<file path="src/rtl/scram_pkg.sv">
// Package scram_pkg: shared encodings for the banked scratch RAM.
// Assumes: the bit operation code arrives on a 2-bit port.
package scram_pkg;
    typedef enum logic [1:0] {
        BIT_NOP = 2'b00,
        BIT_SET = 2'b01,
        BIT_CLR = 2'b10,
        BIT_PUT = 2'b11
    } bit_op_e;
endpackage

</file>
<file path="src/rtl/scram_bank_map.sv">
// Module scram_bank_map: turns a register number into a byte address
// inside the register group chosen by status bits 4:3. It also gives
// the addresses of R0 and R1 of that group.
// Assumes: AW >= GRP_W + REG_W.
module scram_bank_map #(
    parameter int AW    = 7,
    parameter int REG_W = 3,
    parameter int GRP_W = 2,
    parameter int GRP_LSB = 3
) (
    input  logic [7:0]       status,
    input  logic [REG_W-1:0] reg_sel,
    output logic [AW-1:0]    reg_addr,
    output logic [AW-1:0]    r0_addr,
    output logic [AW-1:0]    r1_addr
);
    localparam int PAD = AW - GRP_W - REG_W;

    logic [GRP_W-1:0] grp;

    // Group select is taken straight from the status word.
    always_comb begin
        grp      = status[GRP_LSB +: GRP_W];
        reg_addr = {{PAD{1'b0}}, grp, reg_sel};
        r0_addr  = {{PAD{1'b0}}, grp, REG_W'(0)};
        r1_addr  = {{PAD{1'b0}}, grp, REG_W'(1)};
    end
endmodule

</file>
<file path="src/rtl/scram_bit_map.sv">
// Module scram_bit_map: folds a bit address onto the bit-addressable
// window. The upper bits pick the byte and the low three bits pick the bit.
// Assumes: the window starts at BIT_BASE and holds 2**(BIT_AW-3) bytes.
module scram_bit_map #(
    parameter int AW       = 7,
    parameter int BIT_AW   = 7,
    parameter int BIT_BASE = 32
) (
    input  logic [BIT_AW-1:0] bit_addr,
    output logic [AW-1:0]     bit_byte,
    output logic [2:0]        bit_pos
);
    // Byte index is the window base plus the upper bit-address field.
    always_comb begin
        bit_byte = AW'(BIT_BASE) + AW'(bit_addr[BIT_AW-1:3]);
        bit_pos  = bit_addr[2:0];
    end
endmodule

</file>
<file path="src/rtl/scram_stack_ctl.sv">
// Module scram_stack_ctl: holds the stack pointer. A push pre-increments
// it; a pop post-decrements it. A push beats a pop in the same cycle.
// Assumes: the RAM depth is 2**AW, so the pointer wraps naturally.
module scram_stack_ctl #(
    parameter int AW       = 7,
    parameter int SP_RESET = 7
) (
    input  logic          clk,
    input  logic          rst_n,
    input  logic          push,
    input  logic          pop,
    output logic [AW-1:0] sp_q,
    output logic [AW-1:0] push_addr,
    output logic          pop_fire
);
    // The push target is the slot above the current top.
    always_comb begin
        push_addr = sp_q + AW'(1);
        pop_fire  = pop & ~push;
    end

    // Pointer register: increment on push, decrement on a lone pop.
    always_ff @(posedge clk) begin
        if (!rst_n)        sp_q <= AW'(SP_RESET);
        else if (push)     sp_q <= push_addr;
        else if (pop_fire) sp_q <= sp_q - AW'(1);
    end

    a_r8_push_inc: assert property (@(posedge clk) disable iff (!rst_n)
        push |=> sp_q == AW'($past(sp_q) + AW'(1)));
    a_r9_pop_dec: assert property (@(posedge clk) disable iff (!rst_n)
        (pop && !push) |=> sp_q == AW'($past(sp_q) - AW'(1)));
    a_r11_idle_hold: assert property (@(posedge clk) disable iff (!rst_n)
        (!push && !pop) |=> $stable(sp_q));
endmodule

</file>
<file path="src/rtl/scratch_ram_core.sv">
// Module scratch_ram_core: a 128-byte internal RAM that can be reached by
// byte address, by register number, by bit address and through the stack.
// Every read is registered. All writes land on one clock edge, with the
// priority byte > register > push > bit.
// Assumes: DEPTH is a power of two, and the bit window lies inside the RAM.
module scratch_ram_core #(
    parameter int DEPTH     = 128,
    parameter int DW        = 8,
    parameter int BIT_BASE  = 32,
    parameter int BIT_BYTES = 16,
    parameter int SP_RESET  = 7
) (
    input  logic                          clk,
    input  logic                          rst_n,
    input  logic [7:0]                    status,
    input  logic [$clog2(DEPTH)-1:0]      byte_addr,
    input  logic                          byte_we,
    input  logic [DW-1:0]                 byte_wdata,
    output logic [DW-1:0]                 byte_rdata,
    input  logic [2:0]                    reg_sel,
    input  logic                          reg_we,
    input  logic [DW-1:0]                 reg_wdata,
    output logic [DW-1:0]                 reg_rdata,
    output logic [DW-1:0]                 ptr0,
    output logic [DW-1:0]                 ptr1,
    input  logic [$clog2(BIT_BYTES*8)-1:0] bit_addr,
    input  logic [1:0]                    bit_op,
    input  logic                          bit_wval,
    output logic                          bit_rdata,
    input  logic                          push,
    input  logic [DW-1:0]                 push_data,
    input  logic                          pop,
    output logic [DW-1:0]                 pop_data,
    output logic [$clog2(DEPTH)-1:0]      sp
);
    import scram_pkg::*;

    localparam int AW     = $clog2(DEPTH);
    localparam int BIT_AW = $clog2(BIT_BYTES * 8);

    logic [DW-1:0] mem_rd [DEPTH];
    logic [AW-1:0] reg_addr, r0_addr, r1_addr;
    logic [AW-1:0] bit_byte, push_addr;
    logic [2:0]    bit_pos;
    logic          pop_fire;
    bit_op_e       op;

    assign op = bit_op_e'(bit_op);

    scram_bank_map #(.AW(AW)) u_bank (
        .status(status), .reg_sel(reg_sel),
        .reg_addr(reg_addr), .r0_addr(r0_addr), .r1_addr(r1_addr)
    );

    scram_bit_map #(.AW(AW), .BIT_AW(BIT_AW), .BIT_BASE(BIT_BASE)) u_bit (
        .bit_addr(bit_addr), .bit_byte(bit_byte), .bit_pos(bit_pos)
    );

    scram_stack_ctl #(.AW(AW), .SP_RESET(SP_RESET)) u_stack (
        .clk(clk), .rst_n(rst_n), .push(push), .pop(pop),
        .sp_q(sp), .push_addr(push_addr), .pop_fire(pop_fire)
    );

    // One storage cell per byte. Bytes inside the bit window also take bit operations.
    for (genvar i = 0; i < DEPTH; i++) begin : g_cell
        localparam logic [AW-1:0] IDX = AW'(i);
        localparam bit IN_WIN = (i >= BIT_BASE) && (i < BIT_BASE + BIT_BYTES);
        logic [DW-1:0] cell_q;
        logic [DW-1:0] bit_next;

        // Result of a bit operation applied to this byte's current value.
        always_comb begin
            bit_next = cell_q;
            case (op)
                BIT_SET: bit_next[bit_pos] = 1'b1;
                BIT_CLR: bit_next[bit_pos] = 1'b0;
                BIT_PUT: bit_next[bit_pos] = bit_wval;
                default: bit_next = cell_q;
            endcase
        end

        // Cell update, with the highest-priority writer first.
        always_ff @(posedge clk) begin
            if (!rst_n)
                cell_q <= '0;
            else if (byte_we && byte_addr == IDX)
                cell_q <= byte_wdata;
            else if (reg_we && reg_addr == IDX)
                cell_q <= reg_wdata;
            else if (push && push_addr == IDX)
                cell_q <= push_data;
            else if (IN_WIN && op != BIT_NOP && bit_byte == IDX)
                cell_q <= bit_next;
        end

        assign mem_rd[i] = cell_q;
    end

    // The pointer registers of the active group are shown combinationally.
    always_comb begin
        ptr0 = mem_rd[r0_addr];
        ptr1 = mem_rd[r1_addr];
    end

    // Registered read ports. They return the value from before this edge's writes.
    always_ff @(posedge clk) begin
        if (!rst_n) begin
            byte_rdata <= '0;
            reg_rdata  <= '0;
            bit_rdata  <= 1'b0;
            pop_data   <= '0;
        end else begin
            byte_rdata <= mem_rd[byte_addr];
            reg_rdata  <= mem_rd[reg_addr];
            bit_rdata  <= mem_rd[bit_byte][bit_pos];
            if (pop_fire) pop_data <= mem_rd[sp];
        end
    end

    a_r2_byte_store: assert property (@(posedge clk) disable iff (!rst_n)
        byte_we |=> mem_rd[$past(byte_addr)] == $past(byte_wdata));
    a_r3_reg_store: assert property (@(posedge clk) disable iff (!rst_n)
        (reg_we && !byte_we) |=> mem_rd[$past(reg_addr)] == $past(reg_wdata));
    a_r8_push_store: assert property (@(posedge clk) disable iff (!rst_n)
        (push && !byte_we && !reg_we) |=> mem_rd[sp] == $past(push_data));
    a_r6_bit_local: assert property (@(posedge clk) disable iff (!rst_n)
        (bit_op != 2'b00 && !byte_we && !reg_we && !push) |=>
        $countones(mem_rd[$past(bit_byte)] ^ $past(mem_rd[bit_byte])) <= 1);
    a_r11_pop_hold: assert property (@(posedge clk) disable iff (!rst_n)
        (push && pop) |=> $stable(pop_data));
endmodule

</file>
<file path="config.mk">
export PLATFORM = sky130hd
export DESIGN_NAME = scratch_ram_core
export DESIGN_NICKNAME = d
export VERILOG_FILES = /design/src/rtl/scram_pkg.sv /design/src/rtl/scram_bank_map.sv /design/src/rtl/scram_bit_map.sv /design/src/rtl/scram_stack_ctl.sv /design/src/rtl/scratch_ram_core.sv
export SDC_FILE = /design/constraint.sdc
export NUM_CORES = 2
export LEC_CHECK = 0
export BUFFER_PORTS_ARGS = -buffer_cell sky130_fd_sc_hd__buf_2
export CAP_MARGIN = 40
export CORE_MARGIN = 3
export CORE_UTILIZATION = 45
export CTS_CLUSTER_SIZE = 14
export DETAILED_ROUTE_END_ITERATION = 10
export HOLD_SLACK_MARGIN = 0.03
export PLACE_DENSITY_LB_ADDON = 0.2
export SLEW_MARGIN = 10
export SYNTH_ARGS = -nofsm -noshare
export SYNTH_HDL_FRONTEND = slang
export SYNTH_SLANG_ARGS = --single-unit
</file>
<file path="constraint.sdc">
create_clock -name clk -period 4.2 [get_ports clk]
set_input_delay 0.84 -clock clk [delete_from_list [all_inputs] [get_ports clk]]
set_output_delay 0.84 -clock clk [all_outputs]
set_load 0.02 [all_outputs]
</file>
==> results.cfg <==
[run_status]
status = completed

[power]
p_int_mw = 18.2
irDropWorstVdd_mv = 0.456
switching_share_pct = 31.3
p_per_area_mw_per_mm2 = 329
seq_power_share_pct = 39.0
power.net_switching_mw = 8.30
clkPwrFrac_pct = 44.3
p_leak_nw = 32.5
p_comb_share_pct = 16.7

[run]
cap_violations = 0

[place]
place_hpwl_mm = 231
io_buffer_count = 99
finalWeightedCongestion = 1.02
post_dp_cell_area_sq_mm = 0.0763

[logic_synthesis]
avgSynthCellArea_sq_um = 9.33
synthTopCellsByArea = dfxtp_1 29%, mux4_2 19%, mux2i_1 16%, a21oi_1 6.1%, o21ai_0 6.1%
synth.distinct_cells = 90
seq_area_frac_synth_pct = 29.2
syn-instance-count = 7764
synth_area_sq_mm = 0.0724
synth-async-reset-ratio_pct = 0
yosysWarnings = 0
syn_nets = 7831
ys.flop_type = dfxtp_1
synth_top_cell_by_area = dfxtp_1
synth_top_cell_area_share_pct = 29.2
yosys_register_bits = 1056
synth-edff-count = 0

[layout]
syn2layout_area_growth_pct = 11.4
finalNetCount = 7597
design_area_sq_mm = 0.0807
fillCellCount = 14600
drive_gt1_share_pct = 19.7

[drt]
wl_mm = 343
first_iter_violations = 11300
drcViolationCount = 0
detail-route-antenna-nets = 0
wire_per_inst_um = 35.0
avgViaCountPerCell = 7.11
vias = 69600
dr.pass1.iters = 7

[clock_tree]
path_clk_slew_ns = 0.06
cts_buffers = 131
tritoncts = yes
postCtsHoldBufs = 0
clk_latency_ns = 0.83
clockRootBuffer = clkbuf_16
cts_resized = 0
clkSinkCount = 1056
post-cts-setup-buffer-count = 0
cts_buffer_depth = 3
h-tree-depth = 4

[timing]
period_minus_slack_ns = 3.86
drv_slew = 0
finalClockSkew_ns = 0.0513
setup_violations = 0
finalSetupTns_ns = 0
rsz0062_at_grt = no
fmax_mhz = 259
period_share_pct = 91.9
final_hold_viol_count = 0
slew-limit-headroom_pct = 8.41
worst_pin_slew_ns = 1.37

[grt]
grt.overflow.total = 0
antenna_found_initial = 23
grt_max_degree = 196
grt_pass1_vias = 63700
grt_pass1_wl_mm = 483
grt.total_usage_pct = 39.8

[worst_setup_path]
crit_required_ns = 4.88
crit_path_start_kind = flip-flop
path_max_fanout = 15
cp.arrival_ns = 4.54
crit_type = reg -> reg
worstSetupEndpointType = flip-flop

[floorplan]
die_w_um = 407
core_sq_mm = 0.159
rows = 146
ios = 106
start_util_pct = 45.5
die_y_um = 407
die-area_sq_mm = 0.166

[min_path]
hold_path.class = in -> reg
-- path summary, 6_finish.rpt --
path | start | endpoint | slack (ns) | cells past startpoint
worst max register to register | u_stack.sp_q[4] | g_cell[45].cell_q[7] | 0.34 | 6
worst min-delay path | push_data[4] | g_cell[32].cell_q[4] | 0.41 | 3
worst min register to register | g_cell[10].cell_q[2] | g_cell[10].cell_q[2] | 0.48 | 2
worst max-delay path | u_stack.sp_q[4] | g_cell[45].cell_q[7] | 0.34 | 6
-- cells in the mapped netlist, drive strengths merged, types with 31 or more instances --
| cell type | number |
|---|---|
| a211o | 116 |
| a211oi | 74 |
| a21oi | 888 |
| a22o | 45 |
| a22oi | 93 |
| a311o | 32 |
| a311oi | 49 |
| a31oi | 86 |
| buf | 212 |
| clkbuf | 659 |
| dfxtp | 1056 |
| mux2 | 36 |
| mux2i | 1163 |
| mux4 | 606 |
| nand2 | 631 |
| nand2b | 38 |
| nand3 | 135 |
| nor2 | 458 |
| nor3 | 62 |
| o21a | 31 |
| o21ai | 879 |
| o22ai | 32 |
| o31ai | 39 |
-- kinds of logic (layout without fill, tap and decap cells) --
group / count (synthesis) / count (layout) / synth area share (%)
other: 0 / 23 / 0
AOI/OAI and AO/OA: 2505 / 2505 / 20.9
and+or+nand+nor: 1493 / 1493 / 9.18
xor gates and xnor gates: 9 / 9 / 0.119
adders and majority gates: 9 / 9 / 0.156
DFF: 1056 / 1056 / 29.2
muxes: 1805 / 1805 / 35.5
buffers and inverters: 887 / 749 / 4.94
-- registers in the layout, indices dropped and copies added (netlist names) --
signal	cells
u_stack.sp_q	7
pop_data	8
reg_rdata	8
byte_rdata	8
bit_rdata	1
g_cell.cell_q	1024
-- layout make-up --
cell class | count | area [sq um] | share of cell area [%]
multi-input combinational | 5821 | 47900 | 59.4
clock buffer | 184 | 3750 | 4.65
inverter | 16 | 68.8 | 0.0853
clock inverter | 45 | 562 | 0.696
tap | 2146 | 2690 | 3.33
sequential | 1056 | 21200 | 26.2
antenna | 23 | 57.6 | 0.0714
timing repair buffer | 504 | 4450 | 5.51
-- placed cells by master (no fill, tap or decap), types with 77 or more instances in the layout --
| master | synthesis | final |
|---|---|---|
| mux2i_1 | 1163 | 1163 |
| a211o_1 | 116 | 116 |
| nand2_1 | 604 | 604 |
| a22oi_1 | 93 | 93 |
| clkbuf_16 | 0 | 132 |
| mux4_2 | 606 | 606 |
| o21ai_0 | 878 | 877 |
| buf_2 | 147 | 77 |
| dfxtp_1 | 1056 | 1052 |
| a21oi_1 | 888 | 882 |
| nand3_1 | 134 | 134 |
| nor2_1 | 456 | 448 |
| buf_4 | 16 | 349 |
-- power by group through the flow --
| stage | Clock [mW] | Combinational (mW) | Sequential, mW |
|---|---|---|---|
| after global routing | 12.2 | 4.49 | 10.3 |
| after CTS | 11.8 | 4.22 | 10.3 |
| final | 11.7 | 4.43 | 10.3 |
| after detailed placement | 0 | 4.21 | 10.5 |
| after floorplan | 0 | 2.56 | 10.4 |
| after global placement | 0 | 4.14 | 10.5 |
-- per-layer routing --
metal	GRT usage [%]	wire [um]	up-vias
li1	-	-	29200
met1	51.2	127000	33900
met2	56.8	141000	5222
met3	13.1	47100	1326
met4	25.8	27800	18
met5	0.805	114	-
-- metrics by stage --
stage / setup slack, ns / power (mW) / util [%] / std cells / hold slack, ns
after floorplan: 0.551 / 13.0 / - / 7764 / 0.448
after global placement: 0.274 / 14.7 / 47.7 / 9517 / 0.461
after detailed placement: 0.442 / 14.8 / 47.9 / 9541 / 0.471
after CTS: 0.560 / 26.3 / 50.6 / 9770 / 0.374
after global routing: 0.290 / 27.0 / 50.7 / 9777 / 0.420
final: 0.340 / 26.5 / 50.7 / 9795 / 0.408
-- critical path, cell delays in order (launching register included) --
cell	delay, ns
dfxtp_1	0.90
nand3_1	0.28
or3_1	0.68
a211oi_1	0.87
nand2_1	0.58
mux2i_1	0.32
a21oi_1	0.09
Note: power is estimated with default switching activity, not from simulation.
